==> src/rtl/bpm_pkg.sv <==
// Package: shared encodings for the biphase cell modulator.
// Assumes the modulator output is active low (0 = load on).
package bpm_pkg;

    // Level driven on the modulator control line.
    localparam logic LVL_OFF = 1'b1;
    localparam logic LVL_ON  = 1'b0;

    // Saturate a requested advance to the allowed maximum.
    function automatic logic [3:0] sat_adv(input logic [3:0] req, input logic [3:0] lim);
        return (req > lim) ? lim : req;
    endfunction

endpackage

==> src/rtl/bpm_cell_timer.sv <==
// Module: bpm_cell_timer
// Counts carrier ticks within a bit cell and flags the boundary and
// half-cell ticks. Assumes CELL_CLKS is even and at least 4. The count
// resets to the last position so that the first tick after reset is
// a boundary.
module bpm_cell_timer #(
    parameter int CELL_CLKS = 32,
    localparam int CNT_W    = $clog2(CELL_CLKS)
) (
    input  logic             clk,
    input  logic             rst_n,
    input  logic             tick,
    output logic             boundary,
    output logic             mid,
    output logic [CNT_W-1:0] cnt,
    output logic [CNT_W-1:0] nxt_cnt
);

    localparam logic [CNT_W-1:0] LAST  = CNT_W'(CELL_CLKS - 1);
    localparam logic [CNT_W-1:0] HLAST = CNT_W'(CELL_CLKS / 2 - 1);

    logic [CNT_W-1:0] cnt_q;

    // Decode the ticks that end a cell or a half-cell.
    always_comb begin
        boundary = tick && (cnt_q == LAST);
        mid      = tick && (cnt_q == HLAST);
    end

    // Next count: wrap at the cell end, hold without a tick.
    always_comb begin
        nxt_cnt = cnt_q;
        if (tick) begin
            nxt_cnt = (cnt_q == LAST) ? '0 : cnt_q + 1'b1;
        end
    end

    // Count register, parked on the last position after reset.
    always_ff @(posedge clk) begin
        if (!rst_n) begin
            cnt_q <= LAST;
        end else begin
            cnt_q <= nxt_cnt;
        end
    end

    assign cnt = cnt_q;

    // the position never moves in a cycle without a tick.
    p_hold_r9: assert property (@(posedge clk) disable iff (!rst_n)
        !tick |=> $stable(cnt_q));

    // a boundary tick always starts the new cell at position zero.
    p_wrap_r1: assert property (@(posedge clk) disable iff (!rst_n)
        boundary |=> (cnt_q == '0));

endmodule

==> src/rtl/bpm_level_coder.sv <==
// Module: bpm_level_coder
// Holds the bit of the current cell and the nominal biphase level.
// It flips the level on every boundary tick, and on the half-cell tick
// when the cell carries a zero. It assumes that boundary and mid are
// never high together.
module bpm_level_coder
    import bpm_pkg::*;
(
    input  logic clk,
    input  logic rst_n,
    input  logic boundary,
    input  logic mid,
    input  logic data_bit,
    output logic lvl,
    output logic nxt_lvl,
    output logic nxt_bit
);

    logic lvl_q;
    logic bit_q;

    // Next level and bit: take a new bit and flip on a boundary, flip a zero at half-cell.
    always_comb begin
        nxt_lvl = lvl_q;
        nxt_bit = bit_q;
        if (boundary) begin
            nxt_lvl = ~lvl_q;
            nxt_bit = data_bit;
        end else if (mid && !bit_q) begin
            nxt_lvl = ~lvl_q;
        end
    end

    // Level and bit registers, released (OFF) after reset.
    always_ff @(posedge clk) begin
        if (!rst_n) begin
            lvl_q <= LVL_OFF;
            bit_q <= 1'b1;
        end else begin
            lvl_q <= nxt_lvl;
            bit_q <= nxt_bit;
        end
    end

    assign lvl = lvl_q;

    // every boundary inverts the level.
    p_boundary_flip_r3: assert property (@(posedge clk) disable iff (!rst_n)
        boundary |=> (lvl_q != $past(lvl_q)));

    // a one-cell keeps its level through the half-cell tick.
    p_one_holds_r4: assert property (@(posedge clk) disable iff (!rst_n)
        (mid && bit_q) |=> $stable(lvl_q));

    // a zero-cell inverts at the half-cell tick.
    p_zero_flips_r4: assert property (@(posedge clk) disable iff (!rst_n)
        (mid && !bit_q) |=> (lvl_q != $past(lvl_q)));

endmodule

==> src/rtl/bpm_release_advance.sv <==
// Module: bpm_release_advance
// Registers the modulator control line. When the line is ON and the next
// nominal edge (half-cell for a zero in its first half, otherwise the cell
// end) is within the captured advance, it releases the line early. It
// assumes ADV_MAX is below half a cell, so the advance never crosses into
// the previous edge. ADV_SUPPORT = 0 builds the variant without advance.
module bpm_release_advance
    import bpm_pkg::*;
#(
    parameter int CELL_CLKS   = 32,
    parameter int ADV_W       = 4,
    parameter int ADV_MAX     = 8,
    parameter bit ADV_SUPPORT = 1'b1,
    localparam int CNT_W      = $clog2(CELL_CLKS),
    localparam int SUM_W      = $clog2(CELL_CLKS + ADV_MAX + 1)
) (
    input  logic             clk,
    input  logic             rst_n,
    input  logic             boundary,
    input  logic             adv_en,
    input  logic [ADV_W-1:0] adv_clks,
    input  logic [CNT_W-1:0] nxt_cnt,
    input  logic             nxt_lvl,
    input  logic             nxt_bit,
    input  logic             lvl,
    output logic             mod_n
);

    localparam logic [SUM_W-1:0] HALF_S = SUM_W'(CELL_CLKS / 2);
    localparam logic [SUM_W-1:0] CELL_S = SUM_W'(CELL_CLKS);
    localparam logic [ADV_W-1:0] LIM    = ADV_W'(ADV_MAX);

    logic [ADV_W-1:0] adv_q;
    logic [ADV_W-1:0] nxt_adv;
    logic [SUM_W-1:0] edge_pos;
    logic [SUM_W-1:0] reach;
    logic             early;
    logic             mod_q;

    generate
        if (ADV_SUPPORT) begin : g_adv
            // Capture the saturated advance on each boundary tick.
            always_comb begin
                nxt_adv = adv_q;
                if (boundary) begin
                    nxt_adv = adv_en ? ADV_W'(sat_adv(4'(adv_clks), 4'(LIM))) : '0;
                end
            end
        end else begin : g_noadv
            // The variant without advance: the captured amount is always zero.
            always_comb begin
                nxt_adv = '0;
            end
        end
    endgenerate

    // Find the next nominal edge and whether the next state lies in the early window.
    always_comb begin
        edge_pos = (!nxt_bit && (SUM_W'(nxt_cnt) < HALF_S)) ? HALF_S : CELL_S;
        reach    = SUM_W'(nxt_cnt) + SUM_W'(nxt_adv);
        early    = (nxt_lvl == LVL_ON) && (nxt_adv != '0) && (reach >= edge_pos);
    end

    // Registered control line and the advance captured for the current cell.
    always_ff @(posedge clk) begin
        if (!rst_n) begin
            mod_q <= LVL_OFF;
            adv_q <= '0;
        end else begin
            mod_q <= early ? LVL_OFF : nxt_lvl;
            adv_q <= nxt_adv;
        end
    end

    assign mod_n = mod_q;

    // the output is never ON while the nominal level is OFF.
    p_off_level_r7: assert property (@(posedge clk) disable iff (!rst_n)
        (lvl == LVL_OFF) |-> (mod_q == LVL_OFF));

    // an OFF-to-ON edge occurs only together with the nominal one.
    p_on_edge_fixed_r7: assert property (@(posedge clk) disable iff (!rst_n)
        $fell(mod_q) |-> $fell(lvl));

    // with no advance captured, the output equals the nominal level.
    p_no_adv_r6: assert property (@(posedge clk) disable iff (!rst_n)
        (adv_q == '0) |-> (mod_q == lvl));

    // the captured advance changes only on boundary ticks.
    p_adv_hold_r8: assert property (@(posedge clk) disable iff (!rst_n)
        !boundary |=> $stable(adv_q));

endmodule

==> src/rtl/biphase_cell_modulator.sv <==
// Module: biphase_cell_modulator (top)
// Biphase bit-cell modulator. It is timed only by carrier ticks, requests
// one bit per cell and drives an active-low modulator control line with an
// optional early release of ON-to-OFF edges. It assumes the source presents
// data_bit in the same cycle that bit_req is high.
module biphase_cell_modulator #(
    parameter int CELL_CLKS   = 32,
    parameter int ADV_W       = 4,
    parameter int ADV_MAX     = 8,
    parameter bit ADV_SUPPORT = 1'b1
) (
    input  logic             clk,
    input  logic             rst_n,
    input  logic             carrier_tick,
    input  logic             data_bit,
    output logic             bit_req,
    input  logic             adv_en,
    input  logic [ADV_W-1:0] adv_clks,
    output logic             mod_n
);

    localparam int CNT_W = $clog2(CELL_CLKS);

    logic             boundary;
    logic             mid;
    logic [CNT_W-1:0] cnt;
    logic [CNT_W-1:0] nxt_cnt;
    logic             lvl;
    logic             nxt_lvl;
    logic             nxt_bit;

    // Cell position and the boundary and half-cell strobes.
    bpm_cell_timer #(.CELL_CLKS(CELL_CLKS)) u_timer (
        .clk      (clk),
        .rst_n    (rst_n),
        .tick     (carrier_tick),
        .boundary (boundary),
        .mid      (mid),
        .cnt      (cnt),
        .nxt_cnt  (nxt_cnt)
    );

    // Nominal biphase level.
    bpm_level_coder u_coder (
        .clk      (clk),
        .rst_n    (rst_n),
        .boundary (boundary),
        .mid      (mid),
        .data_bit (data_bit),
        .lvl      (lvl),
        .nxt_lvl  (nxt_lvl),
        .nxt_bit  (nxt_bit)
    );

    // Early release and the output register.
    bpm_release_advance #(
        .CELL_CLKS   (CELL_CLKS),
        .ADV_W       (ADV_W),
        .ADV_MAX     (ADV_MAX),
        .ADV_SUPPORT (ADV_SUPPORT)
    ) u_adv (
        .clk      (clk),
        .rst_n    (rst_n),
        .boundary (boundary),
        .adv_en   (adv_en),
        .adv_clks (adv_clks),
        .nxt_cnt  (nxt_cnt),
        .nxt_lvl  (nxt_lvl),
        .nxt_bit  (nxt_bit),
        .lvl      (lvl),
        .mod_n    (mod_n)
    );

    // The request is the boundary tick: the bit is taken in that cycle.
    assign bit_req = boundary;

    // a request is raised only on a tick.
    p_req_on_tick_r5: assert property (@(posedge clk) disable iff (!rst_n)
        bit_req |-> carrier_tick);

    // the cell position after a request is zero.
    p_req_starts_cell_r1: assert property (@(posedge clk) disable iff (!rst_n)
        bit_req |=> (cnt == '0));

endmodule

==> config.mk <==
export PLATFORM = sky130hd
export DESIGN_NAME = biphase_cell_modulator
export DESIGN_NICKNAME = d
export VERILOG_FILES = /design/src/rtl/bpm_pkg.sv /design/src/rtl/bpm_cell_timer.sv /design/src/rtl/bpm_level_coder.sv /design/src/rtl/bpm_release_advance.sv /design/src/rtl/biphase_cell_modulator.sv
export SDC_FILE = /design/constraint.sdc
export NUM_CORES = 1
export LEC_CHECK = 0
export BUFFER_PORTS_ARGS = -buffer_cell sky130_fd_sc_hd__clkbuf_2
export CORE_MARGIN = 2
export CORE_UTILIZATION = 59
export CTS_BUF_LIST = sky130_fd_sc_hd__clkbuf_8
export CTS_CLUSTER_SIZE = 12
export DETAILED_ROUTE_END_ITERATION = 10
export GPL_TIMING_DRIVEN = 0
export PLACE_DENSITY = 0.82
export SLEW_MARGIN = 15
export SYNTH_ARGS = -nofsm -noshare
export SYNTH_HDL_FRONTEND = slang
export SYNTH_SLANG_ARGS = --single-unit
==> constraint.sdc <==
create_clock -name clk -period 8.1 [get_ports clk]
set_input_delay 1.215 -clock clk [delete_from_list [all_inputs] [get_ports clk]]
set_output_delay 1.215 -clock clk [all_outputs]
set_load 0.005 [all_outputs]
==> metrics.txt, run 1 <==
# TYPE chip_impl_metric gauge
chip_impl_metric{name="detail_route.wirelength",unit="µm"} 1580
chip_impl_metric{name="multiInputGateArea",unit="µm²"} 512
chip_impl_metric{name="setup.reg_to_reg.worst_slack",unit="ps"} 4430
chip_impl_metric{name="dr_vias_cell",unit=""} 5.85
chip_impl_metric{name="max-vdd-ir-drop",unit="mV"} 0.120
chip_impl_metric{name="post_cts_resize_count",unit=""} 0
chip_impl_metric{name="post-route-util",unit=""} 0.701
chip_impl_metric{name="synthDominantCellAreaShare",unit=""} 0.300
chip_impl_metric{name="yosys_warnings",unit=""} 0
chip_impl_metric{name="antenna_cells",unit=""} 0
chip_impl_metric{name="postLayoutSetupSlackWorst",unit="ps"} 4360
chip_impl_metric{name="pre_cts_ws",unit="ps"} 4120
chip_impl_metric{name="ioPinCount",unit=""} 11
chip_impl_metric{name="worst-endpoint-required",unit="ps"} 8210
chip_impl_info{name="worstHoldStart",value="u_coder.lvl"} 1
chip_impl_metric{name="netlist_area",unit="µm²"} 801
chip_impl_metric{name="globalRouteTotalUtil",unit=""} 0.223
chip_impl_metric{name="synth.distinct_cells",unit=""} 37
chip_impl_metric{name="clock_tree.buffer_depth",unit=""} 2
chip_impl_metric{name="flow.area_growth_from_synthesis",unit="%"} 12.5
chip_impl_info{name="cp_endpoint_kind",value="flop"} 1
chip_impl_metric{name="drt_drc_violations_left",unit=""} 0
chip_impl_metric{name="max_capacitance_violation_count",unit=""} 0
chip_impl_metric{name="yosys_register_bits",unit=""} 12
chip_impl_metric{name="final_net_count",unit=""} 124
chip_impl_metric{name="share_of_cells_above_drive_strength_1",unit=""} 0.196
chip_impl_info{name="ctsRootBufferMaster",value="sky130_fd_sc_hd__clkbuf_8"} 1
chip_impl_metric{name="post-cts-setup-buffer-count",unit=""} 0
chip_impl_metric{name="synth.avg_cell_area",unit="µm²"} 8.80
chip_impl_metric{name="worst_ep_arrival_time",unit="ps"} 3850
chip_impl_info{name="crit_family",value="adder cells"} 1
chip_impl_metric{name="final_antenna_net_count",unit=""} 0
chip_impl_metric{name="p_switching",unit="mW"} 0.0542
chip_impl_metric{name="synthesis.nets",unit=""} 111
chip_impl_info{name="crit_path_cell_trace",value="buf_4 -> nand2_4 -> nor3b_2 -> a22o_1 -> ha_1 -> inv_1 -> fa_1 -> inv_1 -> a21o_1 -> a21oi_1 -> xnor2_1 -> ha_1 -> and4b_1 -> a221oi_1 -> o311ai_1"} 1
chip_impl_metric{name="internal_power",unit="mW"} 0.121
chip_impl_info{name="worst_path_max_delay_cell",value="sky130_fd_sc_hd__fa_1"} 1
chip_impl_metric{name="share_seq_of_total_power",unit=""} 0.397
chip_impl_metric{name="detailed_place_hpwl",unit="µm"} 1230
chip_impl_metric{name="die-height",unit="µm"} 40.8
chip_impl_metric{name="hold_buffers",unit=""} 0
chip_impl_metric{name="routed-via-count",unit=""} 685
chip_impl_metric{name="pwr-share-clk",unit=""} 0.304
chip_impl_metric{name="timing.hold.worst_path_depth",unit=""} 2
chip_impl_metric{name="grt_pass1_wl",unit="µm"} 2360
chip_impl_metric{name="globalplace.congestion",unit=""} 0.769
chip_impl_metric{name="final_cell_count_no_fill",unit=""} 117
chip_impl_info{name="post_synth_most_frequent_cells",value="sky130_fd_sc_hd__dfxtp_1 (12), sky130_fd_sc_hd__ha_1 (10), sky130_fd_sc_hd__nand2_1 (9)"} 1
chip_impl_metric{name="placed_cells_incl_taps",unit=""} 114
chip_impl_info{name="grt_setup_unrepaired",value="no"} 1
chip_impl_metric{name="postPlaceCellArea",unit="µm²"} 860
chip_impl_metric{name="timing.max_slew.rel_slack",unit=""} 0.741
chip_impl_metric{name="number_of_max_slew_violations_in_the_final_report",unit=""} 0
chip_impl_metric{name="grt_remaining_overflow",unit=""} 0
chip_impl_metric{name="worst_path_largest_cell_delay",unit="ps"} 400
chip_impl_metric{name="pin_count_of_the_biggest_net_entering_global_routing",unit=""} 10
chip_impl_info{name="hold_path_class",value="reg2reg"} 1
chip_impl_metric{name="fillcell_total",unit=""} 104
chip_impl_info{name="yosys_most_used_dff",value="sky130_fd_sc_hd__dfxtp_1"} 1
chip_impl_metric{name="worst-slew-pin-transition",unit="ps"} 384
chip_impl_metric{name="timing.final.crit_period",unit="ps"} 3740
chip_impl_info{name="tritoncts",value="built"} 1
chip_impl_metric{name="cts_buffers",unit=""} 3
chip_impl_info{name="synth.most_common_cell",value="sky130_fd_sc_hd__dfxtp_1"} 1
chip_impl_metric{name="worstSkewPairLatency",unit="ps"} 240
chip_impl_metric{name="part_of_the_yosys_area_used_for_sequential_elements",unit=""} 0.300
chip_impl_metric{name="r2r_cells",unit=""} 17
chip_impl_metric{name="postSynth.asyncResetShare",unit=""} 0
chip_impl_info{name="outcome",value="finished clean"} 1
chip_impl_metric{name="fp.dieArea",unit="µm²"} 1670
chip_impl_metric{name="drt_first_iter_violations",unit=""} 14
chip_impl_info{name="yosys-top-cells-area",value="sky130_fd_sc_hd__dfxtp_1 (30%), sky130_fd_sc_hd__ha_1 (16%), sky130_fd_sc_hd__nand2_1 (4.2%)"} 1
chip_impl_metric{name="synth-edff-count",unit=""} 0
chip_impl_metric{name="worstPathMaxFanout",unit=""} 9
chip_impl_metric{name="h-tree-depth",unit=""} 1
chip_impl_metric{name="fin_area",unit="µm²"} 901
chip_impl_metric{name="starting_density_of_the_core",unit=""} 0.623
chip_impl_info{name="startpoint_to_endpoint_class_of_the_critical_path",value="in2reg"} 1
chip_impl_metric{name="comb_power_share",unit=""} 0.299
chip_impl_metric{name="synthesis.instances",unit=""} 91
chip_impl_metric{name="regArea",unit="µm²"} 240
chip_impl_metric{name="cts_sinks",unit=""} 12
chip_impl_metric{name="switching_share",unit=""} 0.310
chip_impl_metric{name="rows",unit=""} 13
chip_impl_info{name="rr_endpoint",value="u_adv.mod_n"} 1
chip_impl_metric{name="cts.reportedPaths.clkPinSlew",unit="ps"} 50
chip_impl_metric{name="antenna_found_initial",unit=""} 0
chip_impl_metric{name="p_leak",unit="nW"} 0.451
chip_impl_info{name="critPathLaunchType",value="input port"} 1
chip_impl_metric{name="core_area",unit="µm²"} 1280
chip_impl_metric{name="final-setup-viol-count",unit=""} 0
chip_impl_info{name="synth_largest_area_cell",value="sky130_fd_sc_hd__dfxtp_1"} 1
chip_impl_info{name="whs_endpoint",value="u_coder.lvl"} 1
chip_impl_metric{name="portion_of_the_clock_cycle_consumed_by_the_worst_path_in_the_final_layout",unit=""} 0.462
chip_impl_metric{name="grt_pass1_vias",unit=""} 627
chip_impl_metric{name="wl_per_cell",unit="µm"} 13.5
chip_impl_metric{name="final.setup_skew",unit="ps"} 3.01
chip_impl_metric{name="drt_pass1_iterations",unit=""} 4
chip_impl_metric{name="finalSetupTns",unit="ps"} 0
chip_impl_info{name="r2r-start",value="u_timer.cnt[0]"} 1
chip_impl_metric{name="die_w",unit="µm"} 40.8
chip_impl_metric{name="cellPowerDensity",unit="nW/µm²"} 194
chip_impl_metric{name="hold_violations",unit=""} 0
chip_impl_metric{name="path_buf_inv",unit=""} 3
chip_impl_metric{name="io_buffer_count",unit=""} 8
chip_impl_metric{name="max_clock_freq",unit="MHz"} 267
power groups by stage:
stage          registers [mW]  clock network [mW]  logic [mW]
6_report               0.0694              0.0531      0.0522
5_1_grt                0.0700              0.0563      0.0583
4_1_cts                0.0694              0.0538      0.0522
3_5_place_dp           0.0702                   0      0.0515
3_3_place_gp           0.0698                   0      0.0492
2_1_floorplan          0.0693                   0      0.0395
sequential cells by signal, indices dropped and copies added (netlist names):
signal	cells
u_coder.lvl	1
u_timer.cnt	5
u_adv.mod_n	1
u_coder.bit_q	1
u_adv.adv_q	4
final cells by class:
type,instances,share of cell area
multi-input combinational,68,0.568
buffer,2,0.0167
timing repair buffer,8,0.0444
clock buffer,3,0.0458
inverter,9,0.0375
tap,15,0.0208
sequential,12,0.267
placed cells by master (no fill, tap or decap), types with 3 or more instances in the layout:
| master | count |
|---|---|
| sky130_fd_sc_hd__clkbuf_8 | 3 |
| sky130_fd_sc_hd__ha_1 | 10 |
| sky130_fd_sc_hd__a21oi_1 | 3 |
| sky130_fd_sc_hd__mux2i_1 | 3 |
| sky130_fd_sc_hd__clkbuf_2 | 8 |
| sky130_fd_sc_hd__dfxtp_1 | 12 |
| sky130_fd_sc_hd__nand3_1 | 3 |
| sky130_fd_sc_hd__and2_1 | 4 |
| sky130_fd_sc_hd__nand2_1 | 9 |
| sky130_fd_sc_hd__o21ai_1 | 4 |
| sky130_fd_sc_hd__inv_1 | 8 |
tightest hold or removal path: stages (launching register included):
cell and delay [ps]:
sky130_fd_sc_hd__dfxtp_1 320, sky130_fd_sc_hd__xor2_1 80, sky130_fd_sc_hd__nand2_1 60
per-layer routing:
layer  wire (µm)  share of wire  global-route usage  up-vias
met1         698           0.44               0.238      315
met4          54          0.034               0.150        0
met5           0              0                   0        -
li1            -              -                   -      342
met2         764           0.48               0.398       22
met3          63          0.040              0.0326        6
metrics by stage:
step                      power [mW]  hold slack [ps]
after detailed placement       0.122              474
after CTS                      0.175              489
after floorplan                0.109              454
final                          0.175              488
after global placement         0.119              473
after global routing           0.185              519
worst max-delay path by stage:
stage | end | slack [ps] | from | cells after the start
final | u_adv.mod_n | 4360 | carrier_tick | 15
after global routing | u_adv.mod_n | 4220 | carrier_tick | 15
after CTS | u_adv.mod_n | 4370 | carrier_tick | 15
after detailed placement | u_adv.mod_n | 4120 | carrier_tick | 15
after global placement | u_adv.mod_n | 4240 | carrier_tick | 15
after floorplan | u_adv.mod_n | 4440 | carrier_tick | 15
cell families (layout without fill, tap and decap cells):
kind of cell | Yosys count | count (layout) | share of synthesized area
muxes | 3 | 3 | 0.0375
and+or+nand+nor | 31 | 31 | 0.223
DFF | 12 | 12 | 0.300
buffers and inverters | 11 | 22 | 0.0609
adders and majority gates | 11 | 11 | 0.181
xor gates and xnor gates | 3 | 3 | 0.0328
AOI/OAI and AO/OA | 20 | 20 | 0.164
Power figures use the tool's default switching activity.
==> inputs of run 2 (changes only) <==
--- a/config.mk
+++ b/config.mk
@@ -7,12 +7,12 @@
 export LEC_CHECK = 0
 export BUFFER_PORTS_ARGS = -buffer_cell sky130_fd_sc_hd__clkbuf_2
 export CORE_MARGIN = 2
-export CORE_UTILIZATION = 59
+export CORE_UTILIZATION = 52
 export CTS_BUF_LIST = sky130_fd_sc_hd__clkbuf_8
 export CTS_CLUSTER_SIZE = 12
 export DETAILED_ROUTE_END_ITERATION = 10
 export GPL_TIMING_DRIVEN = 0
-export PLACE_DENSITY = 0.82
+export PLACE_DENSITY = 0.76
 export SLEW_MARGIN = 15
 export SYNTH_ARGS = -nofsm -noshare
 export SYNTH_HDL_FRONTEND = slang
==> constraint.sdc (replaced) <==
create_clock -name clk -period 3.3 [get_ports clk]
set_input_delay 0.495 -clock clk [delete_from_list [all_inputs] [get_ports clk]]
set_output_delay 0.495 -clock clk [all_outputs]
set_load 0.005 [all_outputs]
==> run 2 against run 1 <==
Compared with the run above:
- total power grew to 2.9 times the previous value
- the run now ends with negative setup slack left
- first-iteration DRC count unchanged
- critical path depth grew 2
==> metrics.txt, run 2 (same netlist as run 1, synthesis figures left out) <==
# TYPE chip_impl_metric gauge
chip_impl_metric{name="clock_tree.buffer_depth",unit=""} 2
chip_impl_metric{name="final_antenna_net_count",unit=""} 0
chip_impl_metric{name="detailed_place_hpwl",unit="µm"} 1140
chip_impl_metric{name="die-height",unit="µm"} 43.2
chip_impl_metric{name="final-setup-viol-count",unit=""} 1
chip_impl_metric{name="worst-endpoint-required",unit="ps"} 3420
chip_impl_metric{name="p_leak",unit="nW"} 0.506
chip_impl_info{name="outcome",value="complete, but fails checks"} 1
chip_impl_metric{name="timing.final.crit_period",unit="ps"} 3300
chip_impl_metric{name="worst_ep_arrival_time",unit="ps"} 3420
chip_impl_metric{name="fp.dieArea",unit="µm²"} 1870
chip_impl_metric{name="h-tree-depth",unit=""} 1
chip_impl_metric{name="number_of_max_slew_violations_in_the_final_report",unit=""} 0
chip_impl_metric{name="max_capacitance_violation_count",unit=""} 0
chip_impl_info{name="cp_endpoint_kind",value="flop"} 1
chip_impl_metric{name="cts.reportedPaths.clkPinSlew",unit="ps"} 60
chip_impl_metric{name="ioPinCount",unit=""} 11
chip_impl_metric{name="post-route-util",unit=""} 0.730
chip_impl_metric{name="final.setup_skew",unit="ps"} 6.13
chip_impl_metric{name="comb_power_share",unit=""} 0.344
chip_impl_metric{name="drt_pass1_iterations",unit=""} 3
chip_impl_metric{name="drt_first_iter_violations",unit=""} 14
chip_impl_metric{name="max-vdd-ir-drop",unit="mV"} 0.294
chip_impl_info{name="startpoint_to_endpoint_class_of_the_critical_path",value="reg2reg"} 1
chip_impl_metric{name="grt_pass1_vias",unit=""} 617
chip_impl_metric{name="routed-via-count",unit=""} 724
chip_impl_info{name="violations",value="negative setup slack"} 1
chip_impl_metric{name="io_buffer_count",unit=""} 8
chip_impl_metric{name="rows",unit=""} 14
chip_impl_metric{name="share_of_cells_above_drive_strength_1",unit=""} 0.407
chip_impl_metric{name="timing.hold.worst_path_depth",unit=""} 3
chip_impl_metric{name="fillcell_total",unit=""} 112
chip_impl_metric{name="antenna_found_initial",unit=""} 0
chip_impl_metric{name="final_net_count",unit=""} 134
chip_impl_metric{name="postLayoutSetupSlackWorst",unit="ps"} -1.84
chip_impl_metric{name="drt_drc_violations_left",unit=""} 0
chip_impl_metric{name="share_seq_of_total_power",unit=""} 0.337
chip_impl_metric{name="core_area",unit="µm²"} 1470
chip_impl_metric{name="largest_register_ff_count",unit=""} 5
chip_impl_metric{name="portion_of_the_clock_cycle_consumed_by_the_worst_path_in_the_final_layout",unit=""} 1.00
chip_impl_metric{name="hold_buffers",unit=""} 0
chip_impl_metric{name="switching_share",unit=""} 0.307
chip_impl_metric{name="detail_route.wirelength",unit="µm"} 1790
chip_impl_metric{name="max_clock_freq",unit="MHz"} 303
chip_impl_metric{name="p_switching",unit="mW"} 0.155
chip_impl_metric{name="pin_count_of_the_biggest_net_entering_global_routing",unit=""} 10
chip_impl_metric{name="timing.max_slew.rel_slack",unit=""} 0.746
chip_impl_metric{name="internal_power",unit="mW"} 0.351
chip_impl_info{name="grt_setup_unrepaired",value="yes"} 1
chip_impl_metric{name="antenna_cells",unit=""} 0
chip_impl_metric{name="worst-slew-pin-transition",unit="ps"} 378
chip_impl_metric{name="worstSkewPairLatency",unit="ps"} 240
chip_impl_metric{name="hold_violations",unit=""} 0
chip_impl_info{name="tritoncts",value="built"} 1
chip_impl_metric{name="grt_pass1_wl",unit="µm"} 2460
chip_impl_metric{name="globalplace.congestion",unit=""} 0.758
chip_impl_metric{name="globalRouteTotalUtil",unit=""} 0.183
chip_impl_metric{name="wl_per_cell",unit="µm"} 13.9
chip_impl_metric{name="cts_buffers",unit=""} 3
chip_impl_metric{name="design_power_total",unit="mW"} 0.507
chip_impl_metric{name="cts_sinks",unit=""} 12
chip_impl_info{name="layout.cells.most_common_list",value="sky130_fd_sc_hd__buf_4 (11), sky130_fd_sc_hd__dfxtp_1 (10), sky130_fd_sc_hd__nand2_1 (9)"} 1
chip_impl_info{name="critPathLaunchType",value="flop"} 1
chip_impl_metric{name="dr_vias_cell",unit=""} 5.61
chip_impl_metric{name="cellPowerDensity",unit="nW/µm²"} 472
chip_impl_metric{name="r2r_cells",unit=""} 17
chip_impl_metric{name="die_w",unit="µm"} 43.2
chip_impl_info{name="most_common_cell_after_layout_fill_and_taps_aside",value="sky130_fd_sc_hd__buf_4"} 1
chip_impl_metric{name="pwr-share-clk",unit=""} 0.318
chip_impl_metric{name="starting_density_of_the_core",unit=""} 0.544
chip_impl_metric{name="worstPathMaxFanout",unit=""} 6
chip_impl_metric{name="grt_remaining_overflow",unit=""} 0
chip_impl_info{name="hold_path_class",value="in2reg"} 1
chip_impl_info{name="ctsRootBufferMaster",value="sky130_fd_sc_hd__clkbuf_8"} 1
chip_impl_metric{name="flow.area_growth_from_synthesis",unit="%"} 34.1
-- run 2: cell count changes in the layout (fill, tap and decap cells not counted), moves of 2 or more --
cell,before,now
sky130_fd_sc_hd__a21oi_1,3,1
sky130_fd_sc_hd__ha_1,10,7
sky130_fd_sc_hd__inv_1,8,6
sky130_fd_sc_hd__inv_2,1,3
sky130_fd_sc_hd__ha_4,0,2
sky130_fd_sc_hd__a21oi_2,0,2
sky130_fd_sc_hd__dfxtp_2,0,2
sky130_fd_sc_hd__buf_4,1,11
sky130_fd_sc_hd__dfxtp_1,12,10
-- run 2: metal layers --
metal  global-route usage  part of all wire
met5                    0                 0
met4                0.109             0.020
met3               0.0511             0.025
met2                0.290              0.49
met1                0.217              0.46
-- run 2: final cells by class --
cell class / instances / area (µm²) / share of cell area
Tap cell: 16 / 20.0 / 0.0186
Inverter: 9 / 33.8 / 0.0315
Timing Repair Buffer: 18 / 115 / 0.107
Buffer: 2 / 15.0 / 0.0140
Sequential cell: 12 / 243 / 0.226
Multi-Input combinational cell: 68 / 592 / 0.551
Clock buffer: 4 / 55.1 / 0.0513
-- run 2: path summary, 6_finish.rpt --
check / start / to / slack (ps)
max reg2reg: u_timer.cnt[1] / u_adv.mod_n / -2
min: data_bit / u_coder.bit_q / 490
max: u_timer.cnt[1] / u_adv.mod_n / -2
min reg2reg: u_coder.lvl / u_coder.lvl / 490
-- run 2: repair_timing --
item,CTS,global route
setup endpoints to repair,1,1
pin swaps,2,13
gates resized for setup,8,11
buffers inserted,3,7
-- run 2: through the flow --
stage | cells | area [µm²] | setup TNS (ps) | setup WS (ps) | hold slack (ps)
2_1_floorplan | 91 | 801 | 0 | 49.5 | 454
3_3_place_gp | 115 | 861 | -190 | -190 | 474
3_5_place_dp | 115 | 861 | -262 | -262 | 480
4_1_cts | 122 | 973 | 0 | 10.3 | 491
5_1_grt | 129 | 1070 | -87.7 | -87.7 | 500
6_report | 129 | 1070 | -1.84 | -1.84 | 490
-- run 2: worst max-delay path: stages, from the launching register on --
cell	delay, ps
sky130_fd_sc_hd__dfxtp_2	350
sky130_fd_sc_hd__ha_4	140
sky130_fd_sc_hd__and3_4	200
sky130_fd_sc_hd__ha_4	160
sky130_fd_sc_hd__nand2_8	70
sky130_fd_sc_hd__nor3b_4	210
sky130_fd_sc_hd__a22o_1	200
sky130_fd_sc_hd__ha_2	210
sky130_fd_sc_hd__inv_2	50
sky130_fd_sc_hd__fa_2	390
sky130_fd_sc_hd__inv_2	50
sky130_fd_sc_hd__a21o_1	120
sky130_fd_sc_hd__a21oi_2	60
sky130_fd_sc_hd__xnor2_1	170
sky130_fd_sc_hd__ha_1	250
sky130_fd_sc_hd__and4b_1	190
sky130_fd_sc_hd__a221oi_2	230
sky130_fd_sc_hd__o311ai_1	100
-- run 2: power by group through the flow --
stage / logic, mW / clock network (mW) / registers (mW)
3_3_place_gp: 0.122 / 0 / 0.171
2_1_floorplan: 0.0970 / 0 / 0.170
5_1_grt: 0.190 / 0.171 / 0.172
4_1_cts: 0.141 / 0.164 / 0.170
6_report: 0.174 / 0.161 / 0.171
3_5_place_dp: 0.125 / 0 / 0.172
==> inputs of run 3 (changes only) <==
--- a/config.mk
+++ b/config.mk
@@ -7,12 +7,12 @@
 export LEC_CHECK = 0
 export BUFFER_PORTS_ARGS = -buffer_cell sky130_fd_sc_hd__clkbuf_2
 export CORE_MARGIN = 2
-export CORE_UTILIZATION = 52
+export CORE_UTILIZATION = 58
 export CTS_BUF_LIST = sky130_fd_sc_hd__clkbuf_8
 export CTS_CLUSTER_SIZE = 12
 export DETAILED_ROUTE_END_ITERATION = 10
 export GPL_TIMING_DRIVEN = 0
-export PLACE_DENSITY = 0.76
+export PLACE_DENSITY = 0.8
 export SLEW_MARGIN = 15
 export SYNTH_ARGS = -nofsm -noshare
 export SYNTH_HDL_FRONTEND = slang
==> constraint.sdc (replaced) <==
create_clock -name clk -period 3.13 [get_ports clk]
set_input_delay 0.4695 -clock clk [delete_from_list [all_inputs] [get_ports clk]]
set_output_delay 0.4695 -clock clk [all_outputs]
set_load 0.005 [all_outputs]
==> run 3 against run 2 <==
Compared with the run above:
- the flow still finishes with violations (negative setup slack)
- clock power shrank 14%
- core utilization up 5.8 points
- final area shrank 4.5%
- sequential share of layout area increased by 1.1 points
- clock skew is 5.6 ps lower
- die area fell by 9.4%
- routed wire length is 3.2% lower
- sequential power rose by 6%
- non-clock buffer count decreased by 3
- setup slack worse by 70 ps
- total power down 3.3%
- via count down 4.1%
==> metrics.txt, run 3 (same netlist as run 1, synthesis figures left out) <==
# TYPE chip_impl_metric gauge
chip_impl_info{name="outcome",value="complete, but fails checks"} 1
chip_impl_info{name="violations",value="negative setup slack"} 1
chip_impl_metric{name="globalRouteMet1Util",unit=""} 0.277
chip_impl_metric{name="worstPathMaxFanout",unit=""} 3
chip_impl_metric{name="final_net_count",unit=""} 131
chip_impl_metric{name="detailed_place_hpwl",unit="µm"} 1170
chip_impl_metric{name="die-height",unit="µm"} 41.2
chip_impl_metric{name="detail_route.wirelength",unit="µm"} 1730
chip_impl_metric{name="final-setup-viol-count",unit=""} 1
chip_impl_info{name="cp_endpoint_kind",value="flop"} 1
chip_impl_metric{name="fillcell_total",unit=""} 89
chip_impl_metric{name="largest_register_ff_count",unit=""} 5
chip_impl_info{name="critPathLaunchType",value="flop"} 1
chip_impl_metric{name="max-vdd-ir-drop",unit="mV"} 0.247
chip_impl_info{name="tritoncts",value="built"} 1
chip_impl_metric{name="grt_pass1_wl",unit="µm"} 2480
chip_impl_info{name="hold_path_class",value="in2reg"} 1
chip_impl_metric{name="antenna_cells",unit=""} 0
chip_impl_metric{name="max_capacitance_violation_count",unit=""} 0
chip_impl_info{name="busiest_layer",value="met2"} 1
chip_impl_metric{name="final_antenna_net_count",unit=""} 0
chip_impl_metric{name="max_clock_freq",unit="MHz"} 312
chip_impl_metric{name="grt_remaining_overflow",unit=""} 0
chip_impl_metric{name="drt_drc_violations_left",unit=""} 0
chip_impl_metric{name="use_met3",unit=""} 0.0326
chip_impl_metric{name="clock_tree.buffer_depth",unit=""} 2
chip_impl_metric{name="routed-via-count",unit=""} 694
chip_impl_metric{name="pin_count_of_the_biggest_net_entering_global_routing",unit=""} 10
chip_impl_metric{name="globalplace.congestion",unit=""} 0.738
chip_impl_metric{name="hold_buffers",unit=""} 0
chip_impl_metric{name="rows",unit=""} 13
chip_impl_metric{name="cts.reportedPaths.clkPinSlew",unit="ps"} 50
chip_impl_metric{name="starting_density_of_the_core",unit=""} 0.615
chip_impl_metric{name="globalRouteTotalUtil",unit=""} 0.231
chip_impl_metric{name="grt_pass1_vias",unit=""} 618
chip_impl_info{name="worstHoldStart",value="data_bit"} 1
chip_impl_metric{name="regArea",unit="µm²"} 243
chip_impl_info{name="layout.cells.most_common_list",value="sky130_fd_sc_hd__dfxtp_1 (10), sky130_fd_sc_hd__nand2_1 (9), sky130_fd_sc_hd__buf_4 (8), sky130_fd_sc_hd__clkbuf_2 (8), sky130_fd_sc_hd__ha_1 (7)"} 1
chip_impl_metric{name="postLayoutSetupSlackWorst",unit="ps"} -71.5
chip_impl_metric{name="cts_sinks",unit=""} 12
chip_impl_metric{name="fp.dieArea",unit="µm²"} 1690
chip_impl_metric{name="timing.hold.worst_path_depth",unit=""} 3
chip_impl_metric{name="worst-slew-pin-transition",unit="ps"} 358
chip_impl_info{name="whs_endpoint",value="u_coder.bit_q"} 1
chip_impl_info{name="startpoint_to_endpoint_class_of_the_critical_path",value="reg2reg"} 1
chip_impl_metric{name="wl_per_cell",unit="µm"} 14.0
chip_impl_metric{name="core_area",unit="µm²"} 1300
chip_impl_metric{name="use_met2",unit=""} 0.398
chip_impl_info{name="r2r-start",value="u_timer.cnt[0]"} 1
chip_impl_metric{name="p_leak",unit="nW"} 0.485
chip_impl_metric{name="drt_pass1_iterations",unit=""} 6
chip_impl_metric{name="worstSkewPairLatency",unit="ps"} 240
chip_impl_metric{name="share_of_cells_above_drive_strength_1",unit=""} 0.367
chip_impl_info{name="grt_setup_unrepaired",value="yes"} 1
chip_impl_metric{name="io_buffer_count",unit=""} 8
chip_impl_metric{name="r2r_cells",unit=""} 17
chip_impl_metric{name="final.setup_skew",unit="ps"} 0.525
chip_impl_info{name="most_common_cell_after_layout_fill_and_taps_aside",value="sky130_fd_sc_hd__dfxtp_1"} 1
chip_impl_metric{name="timing.max_slew.rel_slack",unit=""} 0.755
chip_impl_metric{name="cts_buffers",unit=""} 3
chip_impl_info{name="rr_endpoint",value="u_adv.mod_n"} 1
chip_impl_metric{name="timing.final.crit_period",unit="ps"} 3200
chip_impl_metric{name="portion_of_the_clock_cycle_consumed_by_the_worst_path_in_the_final_layout",unit=""} 1.02
chip_impl_metric{name="placed_cells_incl_taps",unit=""} 114
chip_impl_metric{name="number_of_max_slew_violations_in_the_final_report",unit=""} 0
chip_impl_metric{name="antenna_found_initial",unit=""} 0
chip_impl_metric{name="multiInputGateArea",unit="µm²"} 581
chip_impl_metric{name="cellPowerDensity",unit="nW/µm²"} 478
chip_impl_info{name="ctsRootBufferMaster",value="sky130_fd_sc_hd__clkbuf_8"} 1
chip_impl_metric{name="final_cell_count_no_fill",unit=""} 124
chip_impl_metric{name="dr_vias_cell",unit=""} 5.60
chip_impl_metric{name="hold_violations",unit=""} 0
chip_impl_metric{name="worst-endpoint-required",unit="ps"} 3240
chip_impl_metric{name="worst_ep_arrival_time",unit="ps"} 3310
chip_impl_metric{name="h-tree-depth",unit=""} 1
chip_impl_metric{name="design_power_total",unit="mW"} 0.490
chip_impl_metric{name="setup.reg_to_reg.worst_slack",unit="ps"} -70
chip_impl_metric{name="die_w",unit="µm"} 41.2
chip_impl_metric{name="ioPinCount",unit=""} 11
chip_impl_metric{name="flow.area_growth_from_synthesis",unit="%"} 28.0
chip_impl_metric{name="drt_first_iter_violations",unit=""} 6
-- run 3: layer usage --
metal  up-vias  routed length [µm]
met2        13                 841
met4         0                  25
met1       318                 832
met5         -                   0
met3         4                  31
li1        359                   -
-- run 3: worst max path at each step --
stage	start	cells after the start	end	slack, ps
floorplan	u_timer.cnt[1]	17	u_adv.mod_n	50
global placement	u_timer.cnt[1]	17	u_adv.mod_n	-180
detailed placement	u_timer.cnt[1]	17	u_adv.mod_n	-230
CTS	u_timer.cnt[0]	17	u_adv.mod_n	-90
global route	u_timer.cnt[0]	17	u_adv.mod_n	-230
finish	u_timer.cnt[0]	17	u_adv.mod_n	-70
-- run 3: per-stage QoR --
| step | TNS, ps | worst slack [ps] | cell area, µm² | util | hold slack [ps] |
|---|---|---|---|---|---|
| after floorplan | 0 | 45.8 | 831 | - | 454 |
| after global placement | -185 | -185 | 890 | 0.684 | 471 |
| after detailed placement | -226 | -226 | 890 | 0.684 | 483 |
| after CTS | -90.3 | -90.3 | 1000 | 0.769 | 468 |
| after global routing | -229 | -229 | 1020 | 0.788 | 489 |
| final | -71.5 | -71.5 | 1020 | 0.788 | 467 |
-- run 3: critical path, cell delays in order, from the launching register on --
cell                       delay, ps
sky130_fd_sc_hd__dfxtp_2         350
sky130_fd_sc_hd__ha_4            130
sky130_fd_sc_hd__and3_4          200
sky130_fd_sc_hd__ha_4            160
sky130_fd_sc_hd__nand2_8          60
sky130_fd_sc_hd__nor3b_4         210
sky130_fd_sc_hd__a22o_1          190
sky130_fd_sc_hd__ha_2            190
sky130_fd_sc_hd__inv_2            40
sky130_fd_sc_hd__fa_2            380
sky130_fd_sc_hd__inv_2            50
sky130_fd_sc_hd__a21o_1          130
sky130_fd_sc_hd__a21oi_2          60
sky130_fd_sc_hd__xnor2_1         120
sky130_fd_sc_hd__ha_1            270
sky130_fd_sc_hd__and4b_1         200
sky130_fd_sc_hd__a221oi_2        220
sky130_fd_sc_hd__o311ai_1        100
-- run 3: final cells by class --
cell class / count / area share
multi-input combinational: 68 / 0.567
sequential: 12 / 0.237
timing repair buffer: 15 / 0.0904
clock buffer: 3 / 0.0403
inverter: 9 / 0.0330
tap: 15 / 0.0183
buffer: 2 / 0.0147
-- run 3: where the power goes --
part	switching (mW)	total, mW	internal (mW)	leakage (nW)
logic	0.0903	0.171	0.0808	0.366
clock network	0.0536	0.138	0.0846	0.0216
registers	0.0121	0.181	0.169	0.0981
total	0.156	0.490	0.334	0.485
-- run 3: repair_timing --
action | in CTS | in global routing
setup endpoints to repair | 1 | 1
setup buffers | 5 | 2
pin swaps | 9 | 4
gates resized for setup | 7 | 3
